### config.mk
export PLATFORM = sky130hd
export DESIGN_NAME = boot_sequencer
export DESIGN_NICKNAME = d
export VERILOG_FILES = /design/src/rtl/boot_seq_pkg.sv /design/src/rtl/boot_rst_sync.sv /design/src/rtl/boot_phase_timer.sv /design/src/rtl/boot_sequencer.sv
export SDC_FILE = /design/constraint.sdc
export NUM_CORES = 1
export LEC_CHECK = 0
export BUFFER_PORTS_ARGS = -buffer_cell sky130_fd_sc_hd__buf_4
export CAP_MARGIN = 20
export CORE_MARGIN = 2
export CORE_UTILIZATION = 35
export DETAILED_ROUTE_END_ITERATION = 8
export REMOVE_ABC_BUFFERS = 1
export SYNTH_ARGS = -nofsm -noshare
export SYNTH_HDL_FRONTEND = slang
export SYNTH_SLANG_ARGS = --single-unit
### constraint.sdc
create_clock -name clk -period 2.2 [get_ports clk]
set_input_delay 0 -clock clk [delete_from_list [all_inputs] [get_ports clk]]
set_output_delay 0 -clock clk [all_outputs]
set_load 0.02 [all_outputs]
### src/rtl/boot_seq_pkg.sv
package boot_seq_pkg;
  typedef enum logic [2:0] {
    PH_IDLE,
    PH_CLKWAIT,
    PH_RAMP,
    PH_SELFTEST,
    PH_LOAD,
    PH_RUN,
    PH_HALT
  } phase_t;
endpackage

### src/rtl/boot_rst_sync.sv
module boot_rst_sync #(
  parameter int STAGES = 5
) (
  input  logic clk,
  input  logic rst_n,
  output logic rst_o
);
  logic [STAGES-1:0] chain_q;

  // assertion is immediate, release walks through every stage
  always_ff @(posedge clk or negedge rst_n) begin
    if (!rst_n) chain_q <= '0;
    else        chain_q <= {chain_q[STAGES-2:0], 1'b1};
  end

  assign rst_o = ~chain_q[STAGES-1];

  initial begin
    assert (STAGES >= 2) else $error("synchronizer needs at least two stages");
  end
endmodule

### src/rtl/boot_phase_timer.sv
module boot_phase_timer #(
  parameter int CNT_W = 8
) (
  input  logic             clk,
  input  logic             rst,
  input  logic             load,
  input  logic [CNT_W-1:0] load_val,
  output logic             zero
);
  logic [CNT_W-1:0] cnt_q;

  always_ff @(posedge clk) begin
    if (rst)                cnt_q <= '0;
    else if (load)          cnt_q <= load_val;
    else if (cnt_q != '0)   cnt_q <= cnt_q - 1'b1;
  end

  assign zero = (cnt_q == '0);

  // an expired count must rest at zero until reloaded
  AST_TMR_NO_WRAP: assert property (@(posedge clk) disable iff (rst)
    (zero && !load) |=> zero);
endmodule

### src/rtl/boot_sequencer.sv
module boot_sequencer
  import boot_seq_pkg::*;
#(
  parameter int          IRQ_W         = 6,
  parameter int          ADDR_W        = 32,
  parameter int          SYNC_STAGES   = 5,
  parameter int          CLK_START_DLY = 8,
  parameter int          FRAME_DLY     = 525,
  parameter int          LOAD_FIXED    = 100000,
  parameter int          LOAD_PER_LINE = 50000,
  parameter int          CACHE_LINES   = 16,
  parameter int          CMD_HOLD_DLY  = 264,
  parameter logic [ADDR_W-1:0] BOOT_ADDR = 'h780
) (
  input  logic              clk,
  input  logic              rst_n,
  input  logic              dcok,
  input  logic [IRQ_W-1:0]  irq,
  input  logic              bist_done,
  input  logic              bist_fail,
  input  logic              load_done,
  output logic              cfg_load_o,
  output logic              clk_ramp_o,
  output logic              bist_start_o,
  output logic              load_start_o,
  output logic [IRQ_W-1:0]  irq_cfg_o,
  output logic              cmd_en_o,
  output logic              fetch_o,
  output logic [ADDR_W-1:0] boot_addr_o,
  output logic              done_o,
  output logic              fail_o
);
  localparam int LOAD_DLY = LOAD_FIXED + LOAD_PER_LINE * CACHE_LINES;
  localparam int MAX_A    = (CLK_START_DLY > FRAME_DLY) ? CLK_START_DLY : FRAME_DLY;
  localparam int MAX_B    = (LOAD_DLY > CMD_HOLD_DLY) ? LOAD_DLY : CMD_HOLD_DLY;
  localparam int MAX_DLY  = (MAX_A > MAX_B) ? MAX_A : MAX_B;
  localparam int CNT_W    = $clog2(MAX_DLY + 1);

  localparam logic [CNT_W-1:0] CLK_V   = CNT_W'(CLK_START_DLY - 1);
  localparam logic [CNT_W-1:0] FRAME_V = CNT_W'(FRAME_DLY - 1);
  localparam logic [CNT_W-1:0] LOAD_V  = CNT_W'(LOAD_DLY - 1);
  localparam logic [CNT_W-1:0] CMD_V   = CNT_W'(CMD_HOLD_DLY - 1);

  logic             rst;
  phase_t           phase_q;
  logic             dcok_q;
  logic             load_seen_q;
  logic             tmr_load;
  logic [CNT_W-1:0] tmr_val;
  logic             tmr_zero;
  logic             dcok_rise;
  logic             load_ok;

  boot_rst_sync #(.STAGES(SYNC_STAGES)) u_sync (
    .clk   (clk),
    .rst_n (rst_n),
    .rst_o (rst)
  );

  boot_phase_timer #(.CNT_W(CNT_W)) u_timer (
    .clk      (clk),
    .rst      (rst),
    .load     (tmr_load),
    .load_val (tmr_val),
    .zero     (tmr_zero)
  );

  assign dcok_rise = dcok & ~dcok_q;
  assign load_ok   = load_done | load_seen_q;

  // the timer is armed on the same edge that enters each timed phase
  always_comb begin
    tmr_load = 1'b0;
    tmr_val  = '0;
    unique case (phase_q)
      PH_IDLE:     if (dcok_rise)                         begin tmr_load = 1'b1; tmr_val = CLK_V;   end
      PH_CLKWAIT:  if (tmr_zero)                          begin tmr_load = 1'b1; tmr_val = FRAME_V; end
      PH_SELFTEST: if (!bist_fail && bist_done)           begin tmr_load = 1'b1; tmr_val = LOAD_V;  end
      PH_LOAD:     if (tmr_zero && load_ok)               begin tmr_load = 1'b1; tmr_val = CMD_V;   end
      default: ;
    endcase
  end

  always_ff @(posedge clk) begin
    if (rst) begin
      phase_q      <= PH_IDLE;
      dcok_q       <= 1'b0;
      load_seen_q  <= 1'b0;
      cfg_load_o   <= 1'b0;
      clk_ramp_o   <= 1'b0;
      bist_start_o <= 1'b0;
      load_start_o <= 1'b0;
      fetch_o      <= 1'b0;
      irq_cfg_o    <= '0;
      boot_addr_o  <= '0;
      cmd_en_o     <= 1'b0;
      done_o       <= 1'b0;
      fail_o       <= 1'b0;
    end else begin
      dcok_q       <= dcok;
      cfg_load_o   <= 1'b0;
      clk_ramp_o   <= 1'b0;
      bist_start_o <= 1'b0;
      load_start_o <= 1'b0;
      fetch_o      <= 1'b0;
      unique case (phase_q)
        PH_IDLE: if (dcok_rise) begin
          irq_cfg_o  <= irq;
          cfg_load_o <= 1'b1;
          phase_q    <= PH_CLKWAIT;
        end
        PH_CLKWAIT: if (tmr_zero) begin
          clk_ramp_o <= 1'b1;
          phase_q    <= PH_RAMP;
        end
        PH_RAMP: if (tmr_zero) begin
          bist_start_o <= 1'b1;
          phase_q      <= PH_SELFTEST;
        end
        PH_SELFTEST: begin
          if (bist_fail) begin
            fail_o  <= 1'b1;
            phase_q <= PH_HALT;
          end else if (bist_done) begin
            load_start_o <= 1'b1;
            phase_q      <= PH_LOAD;
          end
        end
        PH_LOAD: begin
          if (load_done) load_seen_q <= 1'b1;
          if (tmr_zero && load_ok) begin
            fetch_o     <= 1'b1;
            done_o      <= 1'b1;
            boot_addr_o <= BOOT_ADDR;
            phase_q     <= PH_RUN;
          end
        end
        PH_RUN:  if (tmr_zero) cmd_en_o <= 1'b1;
        PH_HALT: ;
        default: phase_q <= PH_IDLE;
      endcase
    end
  end

  AST_ONE_PHASE_STROBE: assert property (@(posedge clk) disable iff (rst)
    $onehot0({cfg_load_o, clk_ramp_o, bist_start_o, load_start_o, fetch_o}));
  AST_IRQ_HELD: assert property (@(posedge clk) disable iff (rst)
    !cfg_load_o |-> $stable(irq_cfg_o));
  AST_FETCH_PULSE: assert property (@(posedge clk) disable iff (rst)
    fetch_o |=> !fetch_o);
  AST_DONE_STICKY: assert property (@(posedge clk) disable iff (rst)
    done_o |=> done_o);
  AST_FETCH_ADDR: assert property (@(posedge clk) disable iff (rst)
    fetch_o |-> (boot_addr_o == BOOT_ADDR));
  AST_CMD_AFTER_DONE: assert property (@(posedge clk) disable iff (rst)
    cmd_en_o |-> done_o);
  AST_FAIL_BLOCKS_FETCH: assert property (@(posedge clk) disable iff (rst)
    fail_o |-> (!fetch_o && !done_o && !load_start_o));
  AST_FAIL_STICKY: assert property (@(posedge clk) disable iff (rst)
    fail_o |=> fail_o);
endmodule

==> flow_summary.ini <==
[drt]
drcViolationCount = 0
vias = 1850
drtAntennaViolNets = 0
vias_per_cell = 4.77
firstDrtPassIters = 4
drt_iter0_drc = 68
finalWirelength_mm = 4.73
wl_per_cell_um = 12.2

[setup_path]
reg2reg_slack_ns = 0.001
rr_worst_depth = 5
r2r-end = u_timer.cnt_q[17]
cp_max_fo = 3
cp-end-kind = flip-flop
critPathArrivalTime_ns = 2.44
timing.rr.start = u_timer.cnt_q[7]
worstSetupPathType = flip-flop to flip-flop
critPathLaunchType = flip-flop
required_ns = 2.44
startpoint = u_timer.cnt_q[7]

[synth]
ys_seq_area_frac = 0.409
synth_top_area_frac = 0.352
ys.flop_type = dfxtp_1
synth_edf_count = 0
synth_area_leaders = dfxtp_1 (35%), buf_4 (11%), dfrtp_1 (5.6%)
async_flop_share = 0.114
ys_types = 46
ys_ff_latch = 44
synth_top_area_cell = dfxtp_1
syn_area_per_cell_um2 = 8.56
yosys_warnings = 0
netlist_instances = 259
syn-cell-area_um2 = 2220

[clock_network]
cts.sinks = 44
htreeDepth = 2
path_clk_slew_ns = 0.09
clock_path_buffers = 2
clk_root_buffer_cell = clkbuf_8
cts_tree = done
clock_latency_ns = 0.30
cts-buffers-inserted = 5

[die]
die_h_um = 83.6
placeableCoreArea_um2 = 6030
ioPinCount = 58
dieWidth_um = 83.6
start_util = 0.368
num_rows = 28
fp.dieArea_um2 = 6990

[place]
dp_hpwl_mm = 3.34
dp_cells = 366
io_buffers = 29
gp_congestion = 0.780

[cells_and_area]
drive_above_1_share = 0.233
mostFrequentLayoutCell = buf_4
utilization = 0.457
final_cells = 388
mostFrequentLayoutCells = buf_4 (52), dfxtp_1 (38), conb_1 (29)
diodes = 0
syn_to_final_growth_pct = 24.3
num-nets-final = 325

[outcome]
status = completed

[pwr]
p_leak_nw = 1.23
power.total_mw = 3.91
p_per_area_nw_per_um2 = 1420
irDropWorstVdd_uv = 567

[global_routing]
grt_pass1_vias = 1662
antenna_found_initial = 0
grt_first_pass_wirelength_mm = 7.82
grt_max_degree = 19
overflow = 0
grt_use_total = 0.135

[timing]
hold_violations = 0
min_period_ns = 2.20
slew_violations = 0
fin_worst_skew_ns = 0.00785
final.period_utilization = 0.999
max_freq_ghz = 0.455
rsz0062_at_grt = true
tns_ns = 0
setup_viol = 0

[min_path]
hold_class = primary input to asynchronous set/reset pin

[job]
cap_violations = 0
## synth_stat cells (2+ instances only)
cell type / count
or3_1: 5
buf_2: 4
or4_1: 5
dfrtp_1: 5
a21oi_1: 9
and3_1: 3
nor4_1: 2
nand2_1: 23
nand2b_1: 3
nor2b_1: 6
xnor2_1: 4
o31ai_1: 2
nor2_1: 19
dfxtp_1: 39
xor2_1: 5
a41o_1: 2
a21boi_0: 8
clkbuf_1: 8
inv_1: 6
o21ai_0: 18
nand3_1: 5
nor3_1: 7
conb_1: 2
a211oi_1: 4
and2_1: 4
buf_4: 32
o21a_1: 6
o31a_1: 4
a31oi_1: 2
## worst max-delay path, stage by stage (launching register included)
cell and delay (ns):
dfxtp_2 0.33, or4_4 0.55, or4_4 0.50, or3_1 0.33
or3_1 0.33, a21oi_2 0.11
## registers in the layout, indices dropped and copies added, names as in the netlist, 3 cells and up
register and flops:
irq_cfg_o 6, phase_q 3, u_sync.chain_q 5, u_timer.cnt_q 20
## what timing repair did
item	CTS	global route
endpoints found under the setup margin	5	18
setup buffers	0	4
gates cloned	0	0
hold endpoints to repair	14	0
gates resized for setup	1	7
pin swaps	0	2
hold buffers	10	0
## area by class of cell
type	count	area, um^2
fillers	599	3270
well taps	75	93.8
inverters	6	22.5
multi-input cells	192	1130
repair buffers	63	502
clock buffers	6	82.6
clock inverters	2	15.0
flip-flops and latches	44	907
## worst max-delay path by stage
stage               slack, ns                end
floorplan               -0.12   u_timer.cnt_q[1]
CTS                     0.004  u_timer.cnt_q[17]
global route            -0.03  u_timer.cnt_q[13]
finish                  0.001  u_timer.cnt_q[17]
detailed placement      -0.04  u_timer.cnt_q[17]
global placement         0.05  u_timer.cnt_q[17]
## stage by stage
step	instance area [um^2]	worst slack, ns	hold slack, ns
3_3_place_gp	2500	0.0517	-0.198
5_1_grt	2760	-0.0295	0.0332
3_5_place_dp	2500	-0.0434	-0.194
4_1_cts	2700	0.00425	0.0223
2_1_floorplan	2030	-0.124	-0.296
6_report	2760	0.00143	0.0340
## per-layer routing
layer / up-vias / global-route usage / part of all wire
met3: 7 / 0.0297 / 0.039
met5: - / 0 / 0
met1: 852 / 0.172 / 0.47
li1: 949 / - / -
met4: 0 / 0.0484 / 0.016
met2: 42 / 0.225 / 0.48
## report_power, final
group | switching (mW) | internal, mW | leakage [nW]
Combinational | 1.11 | 1.07 | 0.809
Sequential | 0.181 | 0.997 | 0.377
Clock | 0.286 | 0.254 | 0.0434
Total | 1.58 | 2.32 | 1.23
## cells by family (layout without fill, tap and decap cells)
family                     after synthesis  in the layout  synth area share
muxes                                    1              1           0.00451
buffers and inverters                   50             77             0.141
xor gates and xnor gates                 9              9            0.0356
adders and majority gates                1              1           0.00564
AOI/OAI and AO/OA                       63             63             0.191
DFF                                     44             44             0.409
and+or+nand+nor                         89             89             0.210
other                                    2             29           0.00339
Power figures use the tool's default switching activity.
